===== src/rtl/hgs_pkg.sv =====
package hgs_pkg;
    typedef enum logic [1:0] {
        CH_IDLE  = 2'd0,
        CH_DRIVE = 2'd1,
        CH_SLOW  = 2'd2,
        CH_FAST  = 2'd3
    } chop_e;

    typedef enum logic [1:0] {
        ST_OFF  = 2'd0,
        ST_DEAD = 2'd1,
        ST_ON   = 2'd2
    } seq_e;

    // Bit order: hi_a, lo_a, hi_b, lo_b
    typedef struct packed {
        logic hi_a;
        logic lo_a;
        logic hi_b;
        logic lo_b;
    } gates_t;

    localparam gates_t GATES_OFF = '0;
endpackage


===== src/rtl/hgs_pattern.sv =====
module hgs_pattern
    import hgs_pkg::*;
(
    input  logic [1:0] mode,
    input  logic       polarity,
    input  logic       sr_off,
    input  logic       out_en,
    input  logic       zero_kill,
    output gates_t     target
);
    always_comb begin
        target = GATES_OFF;
        if (out_en && !zero_kill) begin
            unique case (chop_e'(mode))
                CH_IDLE:  target = GATES_OFF;
                CH_DRIVE: begin
                    target.hi_a = !polarity;
                    target.lo_b = !polarity;
                    target.lo_a = polarity;
                    target.hi_b = polarity;
                end
                CH_SLOW: begin
                    // rectifying: both lows; diode-only: keep driven low side
                    target.lo_a = !sr_off || polarity;
                    target.lo_b = !sr_off || !polarity;
                end
                CH_FAST: begin
                    if (!sr_off) begin
                        target.lo_a = !polarity;
                        target.hi_b = !polarity;
                        target.hi_a = polarity;
                        target.lo_b = polarity;
                    end
                end
            endcase
        end
    end

    always_comb begin
        assert (!(target.hi_a && target.lo_a) && !(target.hi_b && target.lo_b))
            else $error("a_r7_target_legs: decoded pattern shorts a leg");
    end
endmodule


===== src/rtl/hgs_zero_hold.sv =====
module hgs_zero_hold
    import hgs_pkg::*;
(
    input  logic       clk,
    input  logic       rst_n,
    input  logic [1:0] mode,
    input  logic       sr_off,
    input  logic       zero_cur,
    output logic       zero_kill,
    output logic       held
);
    logic in_decay;
    logic fresh_zero;

    assign in_decay   = (chop_e'(mode) == CH_SLOW) || (chop_e'(mode) == CH_FAST);
    assign fresh_zero = in_decay && zero_cur && !sr_off;
    assign zero_kill  = in_decay && (held || fresh_zero);

    always_ff @(posedge clk) begin
        if (!rst_n) begin
            held <= 1'b0;
        end else if (chop_e'(mode) == CH_DRIVE) begin
            held <= 1'b0;
        end else if (fresh_zero) begin
            held <= 1'b1;
        end
    end

    // once latched, the hold survives until a drive request
    a_r9_hold_until_drive: assert property (@(posedge clk) disable iff (!rst_n)
        (held && chop_e'(mode) != CH_DRIVE) |=> held);
endmodule


===== src/rtl/hbridge_gate_seq.sv =====
module hbridge_gate_seq
    import hgs_pkg::*;
#(
    parameter int DT_W = 6
) (
    input  logic            clk,
    input  logic            rst_n,
    input  logic [1:0]      chop_mode,
    input  logic            polarity,
    input  logic            sr_off,
    input  logic            zero_cur,
    input  logic            out_en,
    input  logic [DT_W-1:0] dead_cycles,
    output logic            gate_hi_a,
    output logic            gate_lo_a,
    output logic            gate_hi_b,
    output logic            gate_lo_b
);
    localparam logic [DT_W-1:0] CNT_ONE = DT_W'(1);

    gates_t          target;
    gates_t          cur_q, cur_d;
    gates_t          gates;
    seq_e            state_q, state_d;
    logic [DT_W-1:0] cnt_q, cnt_d;
    logic            zero_kill;
    logic            zero_held;

    hgs_zero_hold u_zero (
        .clk       (clk),
        .rst_n     (rst_n),
        .mode      (chop_mode),
        .sr_off    (sr_off),
        .zero_cur  (zero_cur),
        .zero_kill (zero_kill),
        .held      (zero_held)
    );

    hgs_pattern u_pattern (
        .mode      (chop_mode),
        .polarity  (polarity),
        .sr_off    (sr_off),
        .out_en    (out_en),
        .zero_kill (zero_kill),
        .target    (target)
    );

    // Next-state logic
    always_comb begin
        state_d = state_q;
        cur_d   = cur_q;
        cnt_d   = cnt_q;
        unique case (state_q)
            ST_OFF: begin
                if (target != GATES_OFF) begin
                    state_d = ST_DEAD;
                    cnt_d   = CNT_ONE;
                end
            end
            ST_DEAD: begin
                if (target == GATES_OFF) begin
                    state_d = ST_OFF;
                end else if (cnt_q >= dead_cycles) begin
                    state_d = ST_ON;
                    cur_d   = target;
                end else begin
                    cnt_d = cnt_q + CNT_ONE;
                end
            end
            ST_ON: begin
                if (target != cur_q) begin
                    if (target == GATES_OFF) begin
                        state_d = ST_OFF;
                    end else begin
                        state_d = ST_DEAD;
                        cnt_d   = CNT_ONE;
                    end
                end
            end
            default: state_d = ST_OFF;
        endcase
    end

    // State register
    always_ff @(posedge clk) begin
        if (!rst_n) begin
            state_q <= ST_OFF;
            cur_q   <= GATES_OFF;
            cnt_q   <= '0;
        end else begin
            state_q <= state_d;
            cur_q   <= cur_d;
            cnt_q   <= cnt_d;
        end
    end

    // Outputs
    always_comb begin
        gates = (state_q == ST_ON) ? cur_q : GATES_OFF;
    end

    assign gate_hi_a = gates.hi_a;
    assign gate_lo_a = gates.lo_a;
    assign gate_hi_b = gates.hi_b;
    assign gate_lo_b = gates.lo_b;

    a_r7_leg_a: assert property (@(posedge clk) disable iff (!rst_n)
        !(gate_hi_a && gate_lo_a));
    a_r7_leg_b: assert property (@(posedge clk) disable iff (!rst_n)
        !(gate_hi_b && gate_lo_b));
    a_r6_off_before_on: assert property (@(posedge clk) disable iff (!rst_n)
        ((gates & ~$past(gates)) != GATES_OFF) |-> ($past(gates) == GATES_OFF));
    a_r8_disable_off: assert property (@(posedge clk) disable iff (!rst_n)
        !out_en |=> (gates == GATES_OFF));
    a_r9_zero_off: assert property (@(posedge clk) disable iff (!rst_n)
        zero_held |-> (gates == GATES_OFF));
endmodule


===== config.mk =====
export PLATFORM = sky130hd
export DESIGN_NAME = hbridge_gate_seq
export DESIGN_NICKNAME = d
export VERILOG_FILES = /design/src/rtl/hgs_pkg.sv /design/src/rtl/hgs_pattern.sv /design/src/rtl/hgs_zero_hold.sv /design/src/rtl/hbridge_gate_seq.sv
export SDC_FILE = /design/constraint.sdc
export NUM_CORES = 1
export LEC_CHECK = 0
export BUFFER_PORTS_ARGS = -buffer_cell sky130_fd_sc_hd__buf_2
export CELL_PAD_IN_SITES_DETAIL_PLACEMENT = 0
export CELL_PAD_IN_SITES_GLOBAL_PLACEMENT = 1
export CORE_ASPECT_RATIO = 0.7
export CORE_MARGIN = 8
export CORE_UTILIZATION = 30
export DETAILED_ROUTE_END_ITERATION = 16
export GPL_TIMING_DRIVEN = 0
export PLACE_DENSITY = 0.63
export SYNTH_ARGS = -nofsm -noshare
export SYNTH_HDL_FRONTEND = slang
export SYNTH_HIERARCHICAL = 1
export SYNTH_SLANG_ARGS = --single-unit

===== constraint.sdc =====
create_clock -name clk -period 2.5 [get_ports clk]
set_clock_uncertainty 0.05 [all_clocks]
set_input_delay 0.375 -clock clk [delete_from_list [all_inputs] [get_ports clk]]
set_output_delay 0.375 -clock clk [all_outputs]
set_load 0.02 [all_outputs]

Yosys cells after proc, flatten, opt, wreduce, memory -nomap -nowiden
Index checks and enable logic that the tools add are counted.

Bitwise logic cells: 2. Mux-type cells: 19. Reduce and logical (&&, ||, !) cells: 20. Equality and inequality tests: 12. Add/subtract/negate cells: 1. Order comparisons: 1.

Operator list (number): two-way mux 6 bit (5); case mux 6 bit (3 select lines) (1); two-way mux 4 bit (3); inequality test 2 bit, second input constant (5); two-way mux 2 bit (4); case mux 1 bit (4 select lines) (2); adder 6 x 1 -> 6 bit, second input constant (1); equality test 2 bit, second input constant (3); greater-or-equal comparator 6 bit (1); case mux 2 bit (3 select lines) (1); AND reduction 3 bit (2); AND reduction 6 bit (1); equality test 2 x 1 -> 1 bit, second input constant (2); logical AND 1 bit (4); zero test 2 bit (2); zero test 4 bit (1); logical OR 1 bit (4); inequality test 4 bit (1); case mux 1 bit (2 select lines) (2); nonzero test 4 bit (1); zero test 1 bit (3); inequality test 3 bit, second input constant (1); nonzero test 3 bit (1); NOT 1 bit (2); other kinds (2) (2).

Output and inout bits: 4. Word-level logic and storage cells: 62. Input port bits: 14. Register bits: 13.

Longest topological paths before layout
Word-level depth: 13. Depth in mapped cells: 9. Mapped depth without buffers: 9.

By module
The synthesis kept the hierarchy.

Modules (own cells, without submodules): hbridge_gate_seq (cells each 96, sequential area each 240.2 µm², times used 1, area an instance 797.0 µm²); hgs_pattern (cells each 13, sequential area each 0.0 µm², times used 1, area an instance 90.1 µm²); hgs_zero_hold (cells each 6, sequential area each 20.0 µm², times used 1, area an instance 56.3 µm²).

Worst setup path after synthesis
OpenSTA, ideal clock, no wires.

Path type: in2reg. From: input zero_cur. To: register cnt_q[0]. Path slack: -31 ps. Required time: 2334 ps. Stages on the path: 9. Arrival time: 2365 ps. Buffers on the path: 0. Setup time: 116 ps. Path through: nor2b_1 > o21a_1 > or3b_1 > o22ai_1 > xor2_1 > nor4_1 > o21a_1 > nor3_1 > o211a_1.

RTL lines: start: declaration (line hbridge_gate_seq.sv:11) `input logic zero_cur,`; end signal: assignment (line hbridge_gate_seq.sv:93) `cnt_q <= cnt_d;`; end: declaration (line hbridge_gate_seq.sv:25) `logic [DT_W-1:0] cnt_q, cnt_d;`.

==> run_results.csv <==
group,metric,value,unit
cts,clockBufferDepth,2,
critical_path,r2r-end,"cnt_q[4]",
drt,avgViaCountPerCell,5.16,
sta,finalCritPeriodShare,0.958,
global_route,grt_usage,0.0934,
sta,rsz0062_at_grt,"yes",
sta,fmax,0.418,GHz
yosys,async_flop_share,0,
yosys,synth_area,943,um2
global_route,grt_pass1_vias,911,
global_route,grt-ovfl-total,0,
critical_path,r2r_start,"u_zero/held",
critical_path,crit_type,"input port to register",
placed_design,gp_congestion,0.703,
sta,finalHoldViolCount,0,
floorplanning,fp-row-count,17,
yosys,synth_edf_count,0,
layout,postLayoutCellArea,1150,um2
sta,maxSlewHeadroom,0.554,
layout,syn2layout_area_growth,22.0,%
yosys,yosysTopAreaCellShare,0.276,
layout,drive_above_1_share,0.221,
critical_path,crit_path_max_incr_delay,480,ps
worst_hold_path,min_to,"u_zero/held",
worst_hold_path,hp-start,"rst_n",
sta,finalSetupViolations,0,
floorplanning,die_area,5220,um2
yosys,postSynthAreaPerCell,8.20,um2
global_route,met3_usage,0.0391,
drt,drt_iter0_markers,50,
critical_path,r2r_cells,8,
cts,h-tree-depth,1,
floorplanning,start_util,0.306,
sta,maxSlewViolCount,0,
critical_path,cp.arrival,2530,ps
yosys,yosysWarnings,6,
cts,cts_buffers,3,
cts,root_buffer,"clkbuf_8",
global_route,grt_pass1_wl,4130,um
drt,routedWlPerCell,13.5,um
cts,cts_tree,"done",
critical_path,rrSetupSlack,140,ps
critical_path,critPathRequiredTime,2630,ps
pwr,peakVddDrop,306,uV
critical_path,path_max_fanout,8,
yosys,ys.flop_type,"dfxtp_1",
floorplanning,core,3080,um2
floorplanning,pin_count,18,
yosys,ys_ff_latch,13,
global_route,top_usage_layer,"met2",
yosys,syn-num-nets,136,
cts,clk_pin_slew_worst_paths,60,ps
yosys,yosysMostFrequentCell,"dfxtp_1",
yosys,synth_seq_area_share,0.276,
drt,drc,0,
drt,vias,898,
yosys,synth_area_leader_cell,"dfxtp_1",
cts,clock_latency,250,ps
cts,post_cts_buffers,0,
placed_design,portBuffers,17,
sta,worst_slew_pin_slew,660,ps
layout,diodes,0,
yosys,synthCells,115,
critical_path,slowest_stage,"or4_1",
floorplanning,die_x,83.0,um
layout,layout.nets,158,
critical_path,crit_path_end_kind,"register",
yosys,ys_types,35,
drt,wirelength,2350,um
drt,drt_pass1_iterations,4,
worst_hold_path,whs_path_depth,2,
placed_design,hpwl,1810,um
yosys,synthTopCellsByArea,"dfxtp_1 28%, ha_1 9.3%, nand2_1 4.8%",
global_route,grtUsageMet2,0.143,
cts,clkSinkCount,13,
yosys,synth_top_cells_by_count,"13 x dfxtp_1, 12 x nand2_1, 7 x ha_1, 7 x inv_1, 7 x o21ai_0",
critical_path,path_cells,"buf_2 > nor2b_1 > o21a_1 > or3b_4 > o22ai_4 > xor2_1 > nor4_2 > o21a_2 > or4_1 > a21boi_1",
pwr,p_per_area,435,nW/um2
layout,postLayoutCoreUtil,0.373,
pwr,p_leak,0.511,nW
global_route,grt_use_met1,0.116,
worst_hold_path,hp-class,"input port to register",
layout,nFillCells,318,
floorplanning,die_h,62.9,um
sta,period_minus_slack,2390,ps
global_route,grt_max_degree,11,
status,status,"complete, no violations",
global_route,antenna_found_initial,0,
run,cap_violations,0,
placed_design,postPlaceCellArea,1080,um2
critical_path,crit_path_start_kind,"input port",
drt,ant_nets,0,
metrics by stage:
step	std cells	setup slack, ps	TNS (ps)	hold slack, ps	total power [mW]
after floorplan	115	19.7	0	396	0.279
after global placement	170	-302	-1360	418	0.305
after detailed placement	170	-359	-1760	422	0.308
after CTS	174	75.3	0	378	0.500
after global routing	174	-47.0	-47.0	377	0.531
final	174	105	0	369	0.501
how the worst max path moves through the flow:
stage | start | endpoint | cells after the start
2_1_floorplan | zero_cur | cnt_q[2] | 9
3_3_place_gp | zero_cur | cnt_q[0] | 10
6_report | zero_cur | cnt_q[4] | 10
3_5_place_dp | zero_cur | cnt_q[0] | 10
5_1_grt | zero_cur | cnt_q[0] | 10
4_1_cts | zero_cur | cnt_q[4] | 10
final cells by class:
type	instances	area [um2]	share of cell area
Sequential cell	13	260	0.226
Timing Repair Buffer	17	85.1	0.0739
Buffer	2	8.76	0.00761
Multi-Input combinational cell	93	678	0.589
Tap cell	38	47.5	0.0413
Inverter	7	26.3	0.0228
Clock buffer	4	45.0	0.0391
worst max-delay path, delay by kind of cell:
kind                   cells  cell delay [ps]
AO/OA/AOI/OAI              4              770
XOR/XNOR                   1              200
buffers and inverters      1               90
AND/OR/NAND/NOR            4             1080
logic make-up (layout without fill, tap and decap cells):
family / after synthesis / in the layout / share of synthesized area
buf+inv: 9 / 30 / 0.0371
fa+ha+maj: 7 / 7 / 0.0928
flops: 13 / 13 / 0.276
xor+xnor: 5 / 5 / 0.0464
simple gates: 47 / 47 / 0.294
compound gates: 33 / 33 / 0.243
mux: 1 / 1 / 0.0106
cells in the final DEF (no fill, tap or decap), types with 3 or more instances in the layout:
cell      Yosys  routed
xor2_1        4       4
nand4_1       3       3
nor2b_1       4       4
ha_1          7       7
a21oi_1       5       5
nand2_1      12      12
dfxtp_1      13      13
or4_1         4       4
o21ai_0       7       7
buf_2         1      18
nand3b_1      3       3
o31ai_1       3       3
and2_1        6       6
a21boi_0      4       4
nand2b_1      4       4
clkbuf_8      0       3
inv_1         7       7
a21boi_1      3       3
where the power goes:
group | internal [mW] | switching (mW) | total, mW
Clock | 0.113 | 0.0782 | 0.191
Sequential | 0.212 | 0.00560 | 0.218
Combinational | 0.0416 | 0.0505 | 0.0920
Total | 0.367 | 0.134 | 0.501
registers in the layout, indices dropped and copies added, names as in the netlist:
name	count
u_zero/held	1
state_q	2
cur_q	4
cnt_q	6
per-layer routing:
metal	vias up	part of all wire	wire length (um)
li1	465	-	-
met1	420	0.51	1200
met2	9	0.44	1030
met3	4	0.042	99
met4	0	0.0081	19
met5	-	0	0
repair_timing:
action | 4_1_cts | 5_1_grt
gates resized for setup | 2 | 3
setup endpoints to repair | 5 | 4
gates cloned | 0 | 0
hold buffers | 0 | 0
pin swaps | 1 | 2
Note: power is estimated with default switching activity, not from simulation.
